**src/rtl/sysflags_pkg.sv**
```systemverilog
`timescale 1ns/1ps
package sysflags_pkg;
    localparam int FW      = 64;
    localparam int LOW_W   = FW / 2;

    localparam int B_FIX1  = 1;
    localparam int B_NT    = 14;
    localparam int B_VM    = 17;
    localparam int B_VIF   = 19;
    localparam int B_VIP   = 20;
    localparam int B_ID    = 21;
    localparam int TOP_LIVE = B_ID;

    localparam logic [FW-1:0] ONE = {{(FW-1){1'b0}}, 1'b1};

    // reserved positions inside the live range that read as zero
    localparam logic [FW-1:0] RSV_ZERO = (ONE << 3) | (ONE << 5) | (ONE << 15);
    // positions that hold software data
    localparam logic [FW-1:0] LIVE_MASK =
        ((ONE << (TOP_LIVE + 1)) - ONE) & ~RSV_ZERO & ~(ONE << B_FIX1);
    // positions a system-call entry may clear
    localparam logic [FW-1:0] CLR_OK = ~((ONE << B_FIX1) | (ONE << B_VIP));
    localparam logic [FW-1:0] RESET_VAL = ONE << B_FIX1;

    typedef logic [FW-1:0] word_t;

    typedef struct packed {
        word_t flags;
        word_t saved;
        logic  gp;
    } state_t;
endpackage

```
**src/rtl/sysflags_filter.sv**
```systemverilog
`timescale 1ns/1ps
module sysflags_filter
    import sysflags_pkg::*;
#(
    parameter int W = FW
) (
    input  logic [W-1:0] raw,
    input  logic         long_mode,
    output logic [W-1:0] clean
);
    localparam logic [W-1:0] KEEP = W'(LIVE_MASK);

    always_comb begin
        clean         = raw & KEEP;
        clean[B_FIX1] = 1'b1;
        if (long_mode) begin
            clean[B_VM] = 1'b0;
        end
    end
endmodule

```
**src/rtl/sysflags_entry.sv**
```systemverilog
`timescale 1ns/1ps
module sysflags_entry
    import sysflags_pkg::*;
#(
    parameter int W = FW
) (
    input  logic [W-1:0] cur,
    input  logic [W-1:0] mask,
    output logic [W-1:0] cleared
);
    localparam logic [W-1:0] ALLOWED = W'(CLR_OK);

    logic [W-1:0] eff_mask;

    always_comb begin
        eff_mask = mask & ALLOWED;
        cleared  = cur & ~eff_mask;
    end
endmodule

```
**src/rtl/sysflags_vint.sv**
```systemverilog
`timescale 1ns/1ps
module sysflags_vint
#(
    parameter int PL_W = 2
) (
    input  logic            vif,
    input  logic            vip,
    input  logic            ext_en,
    input  logic            pm_en,
    input  logic [PL_W-1:0] io_priv,
    output logic            pending
);
    localparam logic [PL_W-1:0] PL_MAX = {PL_W{1'b1}};

    logic honoured;

    always_comb begin
        honoured = (ext_en | pm_en) && (io_priv < PL_MAX);
        pending  = honoured & vif & vip;
    end
endmodule

```
**src/rtl/sysflags_ctrl.sv**
```systemverilog
`timescale 1ns/1ps
module sysflags_ctrl
    import sysflags_pkg::*;
(
    input  logic          clk,
    input  logic          rst_n,
    input  logic          wr_en,
    input  logic [63:0]   wr_data,
    input  logic          long_mode,
    input  logic          vx_ext_en,
    input  logic          pm_vint_en,
    input  logic [1:0]    io_priv,
    input  logic          sc_entry,
    input  logic [63:0]   sc_mask,
    input  logic          sc_return,
    input  logic          iret_req,
    output logic [63:0]   flags,
    output logic          vint_pending,
    output logic          gp_fault
);
    state_t st_d, st_q;
    word_t  wr_val, ret_val, entry_val;

    sysflags_filter #(.W(FW)) u_wr_filt (
        .raw       (wr_data),
        .long_mode (long_mode),
        .clean     (wr_val)
    );

    sysflags_filter #(.W(FW)) u_ret_filt (
        .raw       (st_q.saved),
        .long_mode (long_mode),
        .clean     (ret_val)
    );

    sysflags_entry #(.W(FW)) u_entry (
        .cur     (st_q.flags),
        .mask    (sc_mask),
        .cleared (entry_val)
    );

    sysflags_vint #(.PL_W(2)) u_vint (
        .vif     (st_q.flags[B_VIF]),
        .vip     (st_q.flags[B_VIP]),
        .ext_en  (vx_ext_en),
        .pm_en   (pm_vint_en),
        .io_priv (io_priv),
        .pending (vint_pending)
    );

    always_comb begin
        st_d    = st_q;
        st_d.gp = iret_req & long_mode & st_q.flags[B_NT];
        if (sc_entry) begin
            st_d.saved = st_q.flags;
            st_d.flags = entry_val;
        end else if (sc_return) begin
            st_d.flags        = ret_val;
            st_d.flags[B_VIP] = st_q.flags[B_VIP];
        end else if (wr_en) begin
            st_d.flags = wr_val;
        end
    end

    always_ff @(posedge clk) begin
        if (!rst_n) begin
            st_q.flags <= RESET_VAL;
            st_q.saved <= RESET_VAL;
            st_q.gp    <= 1'b0;
        end else begin
            st_q <= st_d;
        end
    end

    assign flags    = st_q.flags;
    assign gp_fault = st_q.gp;
endmodule

```
**config.mk**
```make
export PLATFORM = sky130hd
export DESIGN_NAME = sysflags_ctrl
export DESIGN_NICKNAME = d
export VERILOG_FILES = /design/src/rtl/sysflags_pkg.sv /design/src/rtl/sysflags_filter.sv /design/src/rtl/sysflags_entry.sv /design/src/rtl/sysflags_vint.sv /design/src/rtl/sysflags_ctrl.sv
export SDC_FILE = /design/constraint.sdc
export NUM_CORES = 1
export LEC_CHECK = 0
export BUFFER_PORTS_ARGS = -buffer_cell sky130_fd_sc_hd__buf_2
export CAP_MARGIN = 20
export CORE_ASPECT_RATIO = 2
export CORE_MARGIN = 4
export CORE_UTILIZATION = 44
export CTS_CLUSTER_SIZE = 28
export DETAILED_ROUTE_END_ITERATION = 12
export GPL_ROUTABILITY_DRIVEN = 0
export PLACE_DENSITY = 0.8
export SETUP_SLACK_MARGIN = 0.3
export SLEW_MARGIN = 20
export SYNTH_ARGS = -nofsm -noshare
export SYNTH_HDL_FRONTEND = slang
export SYNTH_SLANG_ARGS = --single-unit
```
**constraint.sdc**
```tcl
create_clock -name clk -period 1.47 [get_ports clk]
set_input_delay 0.2205 -clock clk [delete_from_list [all_inputs] [get_ports clk]]
set_output_delay 0.2205 -clock clk [all_outputs]
set_load 0.1 [all_outputs]
```
==> flow_summary.json <==
{
  "chipWidth_um": 72.4,
  "cts.sinks": 82,
  "avgViaCountPerCell": 4.87,
  "cpMaxStageDelayCell": "dfxtp_2",
  "detail_route.first_pass.iterations": 4,
  "synth.net_count": 529,
  "whs_ps": 127,
  "clk_pin_slew_ps": 60,
  "grt_setup_unrepaired": "true",
  "synth_common_cells": "dfxtp_1, buf_4, nand2_1, and3_1, mux2i_1",
  "die_area_um2": 9910,
  "grt_overflow": 0,
  "syn_avg_cell_area_um2": 9.36,
  "setup_violations": 0,
  "cts_root_buf": "clkbuf_16",
  "r2r_slack_ps": 720,
  "postRouteAntennaNets": 0,
  "antenna_found_initial": 0,
  "cp_max_fo": 3,
  "synth_cells": 390,
  "antennaDiodeCount": 0,
  "yosysTopAreaCell": "dfxtp_1",
  "fin_crit_ps": 1360,
  "synth.area.top_cells": "dfxtp_1, buf_4, mux2i_1, and3_1, nand2_1",
  "initial_core_util_pct": 45.7,
  "outcome": "completed",
  "grt_pass1_vias": 3035,
  "worst_pin_slew_ps": 490,
  "finClkSkew_ps": 1.82,
  "h-tree-depth": 3,
  "start_kind": "flop",
  "power-per-cell-area_nw_per_um2": 1010,
  "required_ps": 1250,
  "syn_area_um2": 3650,
  "yosysWarnings": 0,
  "p_leak_nw": 2.52,
  "die_h_um": 137,
  "grt_max_degree": 47,
  "ys_seq_area_share_pct": 44.9,
  "vias": 2849,
  "grtUsageTotal_pct": 17.6,
  "synth.top_cell.area_share_pct": 44.9,
  "finalSetupTns_ps": 0,
  "postCtsHoldBufs": 0,
  "finalPower_mw": 5.09,
  "drt_wl_total_um": 8730,
  "insertion_delay_ps": 330,
  "cts_buffers": 9,
  "fin_crit_sh_pct": 92.6,
  "cap_violations": 0,
  "drt_iter0_drc": 84,
  "cp_cell_sequence": "o211ai_1 -> a21oi_4 -> buf_12",
  "synth_most_common_cell": "dfxtp_1",
  "ys_ff_latch": 82,
  "syn_to_final_growth_pct": 38.1,
  "hold_viol_final": 0,
  "cts.path.max_buffers": 2,
  "slowest_delay_ps": 340,
  "synthFlopType": "dfxtp_1",
  "wire_per_inst_um": 14.9,
  "fin_cells": 585,
  "rows": 46,
  "cp_data_arrival_time_ps": 1140,
  "max_slew_margin_pct": 67.6,
  "path_class": "flop to output pin",
  "place.port_buffers": 156,
  "ir_drop_v": 0.000752,
  "nets": 623,
  "drive_gt1_share_pct": 45.2,
  "async_flop_share_pct": 0,
  "core_um2": 8000,
  "max_freq_mhz": 734,
  "grt_first_pass_wirelength_um": 13800,
  "cts_tree": "built",
  "synth_edf_count": 0,
  "finalMaxSlewViolations": 0,
  "dp_hpwl_um": 6070,
  "synth_cell_types": 23,
  "hold_class": "input port to flop",
  "drc_errors": 0,
  "cp-end-kind": "output pin",
  "io_pins": 205,
  "placedCellCount": 568
}
==> flip-flops by register name, summed over array words and instances (netlist names) <==
name,cells
flags,64
gp_fault,1
st_q,17
==> routing by layer <==
metal / up-vias / global-route usage, % / routed length (um)
met1: 1302 / 18.4 / 3080
met4: 0 / 7.08 / 139
met5: - / 0 / 0
met2: 129 / 32.3 / 4870
met3: 12 / 4.93 / 637
li1: 1406 / - / -
==> cells by family after synthesis <==
family	after synthesis	share of synthesized area [%]
AO/OA/AOI/OAI	37	7.78
buffers and inverters	103	18.9
flip-flops	82	44.9
multiplexers	35	9.59
AND/OR/NAND/NOR	133	18.8
==> report_power, final <==
| group | leakage [nW] | internal [mW] | switching, mW |
|---|---|---|---|
| Sequential | 0.672 | 2.25 | 0.0248 |
| Clock | 0.141 | 1.36 | 0.863 |
| Combinational | 1.71 | 0.260 | 0.333 |
| Total | 2.52 | 3.87 | 1.22 |
==> final cells by class <==
class                      instances  area (um2)
fill                             599        2960
sequential                        82        1670
timing repair buffer             169        1550
multi-input combinational        205        1330
clock buffer                      10         239
tap                               96         120
clock inverter                     6        66.3
inverter                          17        63.8
==> worst paths after layout <==
check	start	end	depth (start not counted)
setup / recovery	flags[19]	vint_pending	3
hold / removal	long_mode	flags[17]	2
setup reg to reg	flags[19]	flags[19]	3
hold reg to reg	flags[1]	flags[1]	1
==> critical path: cells and delay by family, from the launching register on <==
family,cells,cell delay (ps)
DFF,1,340
AOI/OAI and AO/OA,2,280
buffers and inverters,1,190
==> per-stage QoR <==
step           util (%)  setup slack (ps)  area (um2)
6_report           63.0               109        5040
5_1_grt            63.0              38.2        5040
4_1_cts            60.6              81.2        4850
3_5_place_dp       51.0              68.1        4080
3_3_place_gp       51.0              78.6        4080
2_1_floorplan         -               242        3670
==> placed cells by master (no fill, tap or decap), types with 3 or more instances in the layout <==
cell type and n:
nand2_1 63, o22ai_2 10, o22ai_1 6, buf_12 26, mux2i_1 35, buf_4 11
a21oi_1 17, inv_1 17, and3_1 45, clkinvlp_4 3, nor2b_1 18, dfxtp_2 22
dfxtp_1 60, buf_8 9, buf_2 91, buf_6 32, clkbuf_16 9
==> repair_timing <==
item / 4_1_cts / 5_1_grt
hold endpoints to repair: 0 / 0
pin swaps: 1 / 0
buffers inserted: 1 / 0
cloned: 0 / 0
setup endpoints to repair: 66 / 43
resized for setup: 142 / 59
Power figures use the tool's default switching activity.
